$ cat config.mk
export PLATFORM = sky130hd
export DESIGN_NAME = phase_clock_gen
export DESIGN_NICKNAME = d
export VERILOG_FILES = /design/src/rtl/pcg_pkg.sv /design/src/rtl/pcg_edge_sync.sv /design/src/rtl/pcg_period_meter.sv /design/src/rtl/pcg_lock_track.sv /design/src/rtl/pcg_pulse_guard.sv /design/src/rtl/phase_clock_gen.sv
export SDC_FILE = /design/constraint.sdc
export NUM_CORES = 1
export LEC_CHECK = 0
export BUFFER_PORTS_ARGS = -buffer_cell sky130_fd_sc_hd__buf_4
export CAP_MARGIN = 10
export CELL_PAD_IN_SITES_DETAIL_PLACEMENT = 1
export CELL_PAD_IN_SITES_GLOBAL_PLACEMENT = 1
export CORE_ASPECT_RATIO = 1.1
export CORE_MARGIN = 2
export CORE_UTILIZATION = 50
export DETAILED_ROUTE_END_ITERATION = 8
export PLACE_DENSITY = 0.87
export SLEW_MARGIN = 20
export SYNTH_ARGS = -nofsm -noshare
export SYNTH_HDL_FRONTEND = slang
export SYNTH_SLANG_ARGS = --single-unit
$ cat constraint.sdc
create_clock -name clk -period 11.5 [get_ports clk]
set_input_delay 2.3 -clock clk [delete_from_list [all_inputs] [get_ports clk]]
set_output_delay 2.3 -clock clk [all_outputs]
set_load 0.02 [all_outputs]
$ cat src/rtl/pcg_pkg.sv
package pcg_pkg;

  // Staggering slot: one third of the measured oscillator period.
  function automatic int unsigned slot_len(input int unsigned period);
    return period / 3;
  endfunction

  // Longest sync interval that still counts as valid:
  // sync rate >= 1.2 * 3 * internal rate  ->  interval <= T / 3.6 = 5T/18.
  function automatic int unsigned sync_gap_max(input int unsigned period);
    return (period * 5) / 18;
  endfunction

endpackage

$ cat src/rtl/pcg_edge_sync.sv
module pcg_edge_sync #(
  parameter int STAGES = 2
) (
  input  logic clk,
  input  logic rst_n,
  input  logic async_i,
  output logic rise_o
);
  logic [STAGES-1:0] sh_q;
  logic              prev_q;

  always_ff @(posedge clk or negedge rst_n) begin
    if (!rst_n) begin
      sh_q   <= '0;
      prev_q <= 1'b0;
    end else begin
      sh_q   <= {sh_q[STAGES-2:0], async_i};
      prev_q <= sh_q[STAGES-1];
    end
  end

  assign rise_o = sh_q[STAGES-1] & ~prev_q;

  // one transition yields a single-cycle event
  assert_rise_single_R1: assert property (@(posedge clk) disable iff (!rst_n)
    rise_o |=> !rise_o);
endmodule

$ cat src/rtl/pcg_period_meter.sv
module pcg_period_meter #(
  parameter int PER_W = 16
) (
  input  logic             clk,
  input  logic             rst_n,
  input  logic             tick_i,
  output logic [PER_W-1:0] period_o,
  output logic             valid_o
);
  logic [PER_W-1:0] cnt_q;
  logic [1:0]       seen_q;

  always_ff @(posedge clk or negedge rst_n) begin
    if (!rst_n) begin
      cnt_q    <= '0;
      period_o <= '0;
      seen_q   <= '0;
    end else if (tick_i) begin
      period_o <= cnt_q;
      cnt_q    <= PER_W'(1);
      if (seen_q != 2'd2) seen_q <= seen_q + 2'd1;
    end else if (cnt_q != '1) begin
      cnt_q <= cnt_q + PER_W'(1);
    end
  end

  assign valid_o = (seen_q == 2'd2);

  // the measured period only changes on a tick
  assert_period_hold_R7: assert property (@(posedge clk) disable iff (!rst_n)
    !tick_i |=> $stable(period_o));
endmodule

$ cat src/rtl/pcg_lock_track.sv
module pcg_lock_track #(
  parameter int PER_W = 16
) (
  input  logic             clk,
  input  logic             rst_n,
  input  logic             rise_i,
  input  logic [PER_W-1:0] period_i,
  input  logic             period_valid_i,
  output logic             locked_o
);
  logic [PER_W-1:0] gap_q;
  logic             seen_q;
  logic [1:0]       good_q;
  logic [PER_W-1:0] gap_max;
  logic             gap_ok;
  logic             timeout;

  assign gap_max = PER_W'(pcg_pkg::sync_gap_max(32'(period_i)));
  assign gap_ok  = seen_q && (gap_q <= gap_max);
  assign timeout = seen_q && (gap_q >= period_i);

  always_ff @(posedge clk or negedge rst_n) begin
    if (!rst_n) begin
      gap_q  <= '0;
      seen_q <= 1'b0;
      good_q <= 2'd0;
    end else if (!period_valid_i) begin
      gap_q  <= '0;
      seen_q <= 1'b0;
      good_q <= 2'd0;
    end else if (rise_i) begin
      gap_q  <= PER_W'(1);
      seen_q <= 1'b1;
      if (!gap_ok)             good_q <= 2'd0;
      else if (good_q != 2'd2) good_q <= good_q + 2'd1;
    end else begin
      if (gap_q != '1) gap_q <= gap_q + PER_W'(1);
      if (timeout) begin
        seen_q <= 1'b0;
        good_q <= 2'd0;
      end
    end
  end

  assign locked_o = (good_q == 2'd2);

  // lock only exists on top of a measured oscillator period
  assert_lock_needs_period_R4: assert property (@(posedge clk) disable iff (!rst_n)
    locked_o |-> period_valid_i);
  // a silent sync input drops the lock on the next cycle
  assert_loss_on_timeout_R6: assert property (@(posedge clk) disable iff (!rst_n)
    (locked_o && !rise_i && timeout) |=> !locked_o);
endmodule

$ cat src/rtl/pcg_pulse_guard.sv
module pcg_pulse_guard #(
  parameter int PER_W = 16
) (
  input  logic             clk,
  input  logic             rst_n,
  input  logic             req_i,
  input  logic [PER_W-1:0] slot_i,
  output logic             fire_o
);
  logic [PER_W-1:0] since_q;

  assign fire_o = req_i && (since_q >= slot_i);

  always_ff @(posedge clk or negedge rst_n) begin
    if (!rst_n)                since_q <= '1;
    else if (fire_o)           since_q <= '0;
    else if (since_q != '1)    since_q <= since_q + PER_W'(1);
  end

  // a granted start is never followed by another on the next cycle
  assert_guard_gap_R9: assert property (@(posedge clk) disable iff (!rst_n)
    (fire_o && slot_i > PER_W'(1)) |=> !fire_o);
endmodule

$ cat src/rtl/phase_clock_gen.sv
module phase_clock_gen #(
  parameter int PER_W    = 16,
  parameter int N_CH     = 3,
  parameter int SYNC_STG = 2
) (
  input  logic            clk,
  input  logic            rst_n,
  input  logic            osc_tick,
  input  logic            sync_in,
  input  logic            align_mode,
  output logic [N_CH-1:0] ch_start,
  output logic            sync_locked
);
  localparam int IDX_W = $clog2(N_CH);

  logic             sync_rise;
  logic [PER_W-1:0] period;
  logic             period_valid;
  logic [PER_W-1:0] slot;
  logic [PER_W:0]   slot2;
  logic [IDX_W-1:0] idx_q;
  logic [PER_W-1:0] st_cnt_q;
  logic             st_run_q;
  logic [N_CH-1:0]  req;
  logic [N_CH-1:0]  fire;

  pcg_edge_sync #(.STAGES(SYNC_STG)) u_sync (
    .clk(clk), .rst_n(rst_n), .async_i(sync_in), .rise_o(sync_rise));

  pcg_period_meter #(.PER_W(PER_W)) u_meter (
    .clk(clk), .rst_n(rst_n), .tick_i(osc_tick),
    .period_o(period), .valid_o(period_valid));

  pcg_lock_track #(.PER_W(PER_W)) u_lock (
    .clk(clk), .rst_n(rst_n), .rise_i(sync_rise), .period_i(period),
    .period_valid_i(period_valid), .locked_o(sync_locked));

  assign slot  = PER_W'(pcg_pkg::slot_len(32'(period)));
  assign slot2 = {slot, 1'b0};

  // rotation index over sync events while locked
  always_ff @(posedge clk or negedge rst_n) begin
    if (!rst_n)                idx_q <= '0;
    else if (!sync_locked)     idx_q <= '0;
    else if (sync_rise)        idx_q <= (idx_q == IDX_W'(N_CH-1)) ? '0 : idx_q + IDX_W'(1);
  end

  // stagger counter for oscillator mode
  always_ff @(posedge clk or negedge rst_n) begin
    if (!rst_n) begin
      st_run_q <= 1'b0;
      st_cnt_q <= '0;
    end else if (sync_locked || align_mode) begin
      st_run_q <= 1'b0;
    end else if (osc_tick && period_valid) begin
      st_run_q <= 1'b1;
      st_cnt_q <= PER_W'(1);
    end else if (st_run_q) begin
      if ({1'b0, st_cnt_q} >= slot2) st_run_q <= 1'b0;
      else                           st_cnt_q <= st_cnt_q + PER_W'(1);
    end
  end

  always_comb begin
    req = '0;
    if (sync_locked) begin
      if (sync_rise) begin
        if (align_mode) begin
          if (idx_q == '0) req = '1;
        end else begin
          req[idx_q] = 1'b1;
        end
      end
    end else begin
      if (osc_tick) begin
        if (align_mode) req = '1;
        else            req[0] = 1'b1;
      end
      if (st_run_q && !align_mode) begin
        for (int c = 1; c < N_CH; c++) begin
          if (PER_W'(32'(slot) * c) == st_cnt_q) req[c] = 1'b1;
        end
      end
    end
  end

  for (genvar g = 0; g < N_CH; g++) begin : g_guard
    pcg_pulse_guard #(.PER_W(PER_W)) u_guard (
      .clk(clk), .rst_n(rst_n), .req_i(req[g]), .slot_i(slot), .fire_o(fire[g]));
  end

  always_ff @(posedge clk or negedge rst_n) begin
    if (!rst_n) ch_start <= '0;
    else        ch_start <= fire;
  end

  // staggered phasing never starts two channels in one cycle
  assert_stagger_onehot_R2: assert property (@(posedge clk) disable iff (!rst_n)
    (!align_mode && !$past(align_mode)) |-> $onehot0(ch_start));
endmodule

* Word level (Yosys, flattened, before mapping) *
Cells that the tools add are included.

storage, ports and cells
  logic and storage cells = 114
  register bits after elaboration = 126
  output and inout bits = 4
  bits of input ports = 5

cells by class
  div/mod/pow operators = 2
  bitwise gates (word level) = 3
  $mul = 1
  mux-type cells = 40
  add/sub/neg operators = 9
  magnitude comparators = 8
  equal/unequal tests = 17
  reductions and logical operators = 19

operator list
  operator                                                               number
  16-bit two-way mux                                                     14
  16-bit by 1-bit adder with 16-bit output (second input constant)       6
  16-bit != test (second input constant)                                 5
  16-bit >= comparator                                                   4
  16-bit by 2-bit divider with 32-bit output (second input constant)     1
  19-bit by 5-bit divider with 32-bit output (second input constant)     1
  16-bit equality test                                                   2
  2-bit two-way mux                                                      10
  16-bit by 3-bit multiplier with 19-bit output (second input constant)  1
  16-bit by 17-bit >= comparator with 1-bit output                       1
  16-bit <= comparator                                                   1
  3-bit two-way mux                                                      5
  1-bit two-way mux                                                      10
  2-bit nonzero test                                                     5
  1-bit logical AND                                                      8
  2-bit by 1-bit adder with 2-bit output (second input constant)         3
  2-bit equality test (second input constant)                            3
  2-bit != test (second input constant)                                  3
  3-bit by 2-bit != test with 1-bit output (second input constant)       2
  4-bit != test (second input constant)                                  1
  2-bit AND reduction                                                    2
  2-bit by 3-bit < comparator with 1-bit output (second input constant)  1
  3-bit AND reduction                                                    1
  1-bit demux with 2-bit select                                          1
  7 further kinds                                                        8

* Longest topological paths before layout *
  word-level depth = 9
  mapped depth = 61
  mapped depth without buffers = 54

* By module *
A second synthesis with hierarchy kept.

unflattened totals
  cells, all modules = 1858
  area total of the unflattened synthesis = 15448.6 µm²

modules (own cells, without submodules)
  module            area each (µm²)  cells an instance  instances
  pcg_lock_track    4888.4           634                1
  phase_clock_gen   4624.4           635                1
  pcg_pulse_guard   1432.6           152                3
  pcg_period_meter  1549.0           129                1
  pcg_edge_sync     88.8             4                  1

* Worst setup path before layout *
No wires, ideal clock.

  path type = flip-flop to flip-flop
  start = register u_meter.period_o[14]
  end = register st_cnt_q[15]
  setup time = 0.078 ns
  clock period less this slack = 10.402 ns
  arrival time = 10.324 ns
  stages on the path, launching flop included = 58
  setup slack = 1.098 ns
  buffers on the path = 5
  cell sequence = dfrtp_1 > buf_2 > clkbuf_1 > ha_1 > nand3b_1 > mux2_2 > a211o_1 > buf_4 > o21a_1 > o21a_1 > nor4_2 > nand3_2 > o311ai_2 > nor2_1 > o41ai_2 > o32ai_2 > nor2_2 > a41oi_1 > (+22 left out) > nor2b_1 > o21ai_0 > nand2b_1 > a21oi_1 > nor2b_1 > o21ai_0 > nand2b_1 > a21oi_1 > nor2b_1 > o21ai_0 > a21boi_0 > o21ai_0 > a31oi_1 > inv_1 > nand4_1 > clkbuf_1 > or3_1 > a21oi_1

on the way
  cells in the longest elaborated chain, start to end = 4

ends and longest elaborated chain
  item                                              RTL line                source
  start, declared                                   pcg_period_meter.sv:7   output logic [PER_W-1:0] period_o,
  start signal, assigned                            pcg_period_meter.sv:19  period_o <= cnt_q;
  16-bit by 2-bit divider with 32-bit output        pcg_pkg.sv:5            return period / 3;
  16-bit by 17-bit >= comparator with 1-bit output  phase_clock_gen.sv:59   if ({1'b0, st_cnt_q} >= slot2) st_run_q <= 1'b0;
  2-bit != test (no source line)                    -
  3-bit AND reduction (no source line)              -
  end signal, assigned                              phase_clock_gen.sv:60   else st_cnt_q <= st_cnt_q + PER_W'(1);
  end, declared                                     phase_clock_gen.sv:22   logic [PER_W-1:0] st_cnt_q;

No other way between the ends.
A chain may end at the register's enable or synchronous reset.

* Final worst setup path *
  start = register u_meter.period_o[15]
  end = register g_guard[2].u_guard.since_q[14]

on the way
  cells in the longest elaborated chain, start to end = 7

ends and longest elaborated chain
  item                                                                          RTL line               source
  16-bit by 2-bit divider with 32-bit output (*)                                pcg_pkg.sv:5
  parallel branches: the longest is 4 deep, another holds 16-bit >= comparator  -
  1-bit logical AND (*)                                                         pcg_pulse_guard.sv:12  assign fire_o = req_i && (since_q >= slot_i);
  16-bit two-way mux / 2-bit nonzero test (equally long branches)               -
  end signal, assigned                                                          pcg_pulse_guard.sv:17  else if (since_q != '1) since_q <= since_q + PER_W'(1);
  end, declared                                                                 pcg_pulse_guard.sv:10  logic [PER_W-1:0] since_q;

Every way passes the cells marked *.

==> results.md <==
- Status: complete, but fails checks
- Failing checks: negative setup slack
- Worst setup margin: -0.0506 ns
- Overall Power: around 0.0019 W
- F_max: 86.6 MHz
- PortBufs: 8
- Max VDD drop: 182 uV
- R2R setup slack: -0.05 ns
- R2R depth: 54
- Chip width: 163 um
- Die Y-Extent: approximately 180 um
- HP Class: register to register
- Post-synth net total: approximately 1900
- Leakage power: between 6 and 7 nW
- Power per cell area: 122 nW/um2
- Initial antenna violation count: 0
- Number of synthesized flops with an enable pin: 0
- Via count: 14700
- Top_reg_cell synth: dfrtp_1
- Adder-cell share of the synthesized area: ~12%
- Antenna Nets Post-Route: 0
- Post-synthesis mux area share: 2.11%
- Critical Path AT: 11.93 ns
- Hold buffer count at CTS: 0
- Synth Instances: roughly 1800
- Worst slew margin: between 20% and 30%
- CTS tree: built
- Dpl hpwl: 34.3 mm
- Total global-route track usage: 34.4%
- Longest Clk Path Bufs: 2
- Min Tclk post-route: about 12 ns
- Largest net degree at the start of global routing: 73
- CP Max Fanout: 10
- Fill cells: ~3300
- DRT iter0 DRCs: 1231
- Vias in the first global route: 15100
- Synth warn: 0
- CP startpoint kind: register
- Worst R2R Start: u_meter.period_o[15]
- Hold Crit Depth: 0
- Setup Viol. Count Final: 9
- Max-slew violations: 0
- Antenna diode count: 0
- XOR/XNOR share of the synthesized area: 7.98%
- Largest family of logic cells by synthesized area: compound AO/OA/AOI/OAI gates
- Vias per Instance: 6.87
- Worst Path Class, Setup: register to register
- Final hold vios: 0
- Worst Max-Slew Pin Slew: around 1.1 ns
- DIE AREA: 29000 um2
- Mean Syn Cell Area: 7.91 um2
- Row Count: 63
- Setup TNS: -0.305 ns
- GRT Residual Overflow: 0
- Clock slew at reported path FFs: 0.06 ns
- Area share of and/or/nand/nor cells after synthesis: 25.1%
- Tcrit/Tclk final: 100%
- Hold Path End: u_sync.sh_q[1]
- Post-synth cell types: 117
- DR pass1 iterations: 5
- DR DRC count: 0
- Hold path startpoint: u_sync.sh_q[0]
- DR WL/cell: 24.5 um
- H-tree depth: 4
- Routed wire length: 52.5 mm
- CP max stage delay: 0.41 ns
- Seq cells post-synth: approximately 130
- CP endpoint kind: register
- Share of layout cells above drive strength 1: between 10% and 20%
- Ys async rst share: 100%
- Placer congestion estimate: between 0.9 and 1
- Initial core utilization: 51.0%
- Seq/Total Area, Yosys: 23.2%
- Syn-to-layout area delta: 12.6%
- Synth Cell Area: 13800 um2
- Root buf cell: clkbuf_16
- CTS buffer count: 17
- Num Clock Sinks: 126
- First-pass GRT wire length: 79.6 mm
- R2r endpoint: g_guard[2].u_guard.since_q[14]
- Max-cap violations: 0
- CP max-delay cell: o41ai_2
- Worst skew pair latency: 0.46 ns
- # IOs: 9
- Core Area: 27100 um2
- Worst path required time: 11.88 ns
- Nets: 1908
- Compound-Gate Fraction of Synth Area: 25.7%
- Worst clock skew: 0.0160 ns
-- where the power goes --
| group | total [W] | internal, W | switching, W |
|---|---|---|---|
| Clock | 0.000619 | 0.000385 | 0.000234 |
| Sequential | 0.000595 | 0.000522 | 0.0000726 |
| Combinational | 0.000683 | 0.000276 | 0.000408 |
-- through the flow --
| step | util, % | hold WS (ns) | worst slack [ns] | std cells | area, um2 |
|---|---|---|---|---|---|
| 5_1_grt | 57.4 | 0.394 | -0.454 | 2141 | 15600 |
| 2_1_floorplan | - | 0.331 | 1.10 | 1750 | 13800 |
| 6_report | 57.4 | 0.387 | -0.0506 | 2141 | 15600 |
| 3_5_place_dp | 53.1 | 0.336 | -0.241 | 2087 | 14400 |
| 3_3_place_gp | 53.1 | 0.333 | 0.213 | 2087 | 14400 |
| 4_1_cts | 55.7 | 0.374 | 0.0263 | 2121 | 15100 |
-- how the worst max path moves through the flow --
stage / start / end / slack (ns)
floorplan: u_meter.period_o[14] / st_cnt_q[15] / 1.10
global placement: u_meter.period_o[3] / u_lock.good_q[1] / 0.21
detailed placement: u_meter.period_o[3] / u_lock.good_q[0] / -0.24
CTS: u_meter.period_o[2] / u_lock.good_q[1] / 0.03
global route: u_meter.period_o[15] / g_guard[2].u_guard.since_q[14] / -0.45
finish: u_meter.period_o[15] / g_guard[2].u_guard.since_q[14] / -0.05
-- placed cells by master (no fill, tap or decap), types with 6 or more instances in the layout --
cell and n:
a22oi_1 7, a31oi_1 22, nor4_1 10, buf_4 84, xor2_1 58, dfrtp_1 76, nor3_1 58, a211o_1 8
xnor2_1 64, and4_1 6, a21oi_2 7, nor2b_1 33, o31ai_1 14, o21ai_1 14, o21a_1 13, a21o_1 25
nand4_1 25, or2_2 7, a31o_2 8, mux2i_1 18, and3_1 25, nand4b_1 6, o211ai_1 15, nor2_1 192
o22ai_1 13, or3_1 16, a211oi_1 10, nand3_1 68, nand2b_1 31, o2111ai_1 11, clkbuf_16 17, a32oi_1 8
ha_1 130, nor3b_1 9, inv_1 44, and2_1 10, dfstp_2 48, nand2_1 159, a21oi_1 113, o21ai_0 89
-- flip-flops by register name, indices dropped and copies added (netlist names), 2 cells and up --
register	cells
ch_start	3
g_guard.u_guard.since_q	48
idx_q	2
st_cnt_q	16
u_lock.gap_q	16
u_lock.good_q	2
u_meter.cnt_q	16
u_meter.period_o	16
u_meter.seen_q	2
u_sync.sh_q	2
-- critical path, delay by kind of cell (launching register included) --
kind / cells / cell delay [ns]
muxes: 2 / 0.55
buffers and inverters: 7 / 1.33
xor gates and xnor gates: 2 / 0.32
AOI/OAI and AO/OA: 22 / 4.88
DFF: 1 / 0.39
and+or+nand+nor: 18 / 3.11
adders and majority gates: 3 / 0.85
-- metal layers --
layer	part of all wire [%]	GRT usage, %
met3	5.2	4.77
met4	6.2	19.5
met5	0	0
met2	50	62.4
met1	38	38.6
-- kinds of logic after synthesis --
logic type | Yosys count
mux | 28
fa+ha+maj | 133
xor+xnor | 124
flops | 126
compound gates | 508
buf+inv | 132
simple gates | 699
-- Yosys cell counts (all sizes together) (6+ instances only) --
library cell / n / area share [%]
dfrtp: 78 / 14
nand2b: 31 / 1.4
o21a: 15 / 0.81
and4: 7 / 0.44
buf: 20 / 0.85
nor2: 195 / 5.3
a31o: 9 / 0.57
and2: 11 / 0.50
nand2: 161 / 4.4
a221oi: 8 / 0.55
xnor2: 66 / 4.3
nand4b: 6 / 0.38
a21boi: 7 / 0.38
nand3: 70 / 2.6
a311oi: 7 / 0.61
nor3: 62 / 2.3
nor2b: 34 / 1.5
nor3b: 10 / 0.58
o32ai: 6 / 0.43
o211ai: 16 / 0.90
a21o: 25 / 1.4
a32oi: 8 / 0.51
a211o: 9 / 0.57
mux2i: 22 / 1.6
o31ai: 17 / 0.96
dfstp: 48 / 9.1
or3: 17 / 0.80
a22oi: 8 / 0.43
o22ai: 14 / 0.63
nor4: 13 / 0.63
and3: 25 / 1.1
or4: 7 / 0.41
ha: 130 / 12
xor2: 58 / 3.7
o21ai: 108 / 4.0
o311ai: 6 / 0.43
a211oi: 14 / 0.83
nand4: 26 / 1.2
o2111ai: 11 / 0.70
or2: 11 / 0.50
inv: 47 / 1.3
a31oi: 25 / 1.1
clkbuf: 63 / 1.7
mux2: 6 / 0.52
a21oi: 121 / 4.6
-- final cells by class --
type,instances,area [um2],area share [%]
inverters,49,189,1.21
multi-input cells,1492,10400,66.9
flip-flops and latches,126,3220,20.6
repair buffers,86,662,4.25
clock inverters,13,209,1.34
clock buffers,18,429,2.76
well taps,357,447,2.87
-- what timing repair did --
action | CTS | global route
cloned | 0 | 1
setup endpoints to repair | 31 | 68
gates resized for setup | 11 | 66
setup buffers | 3 | 19
pin swaps | 1 | 14
No activity file was read; power rests on OpenSTA's default activity.
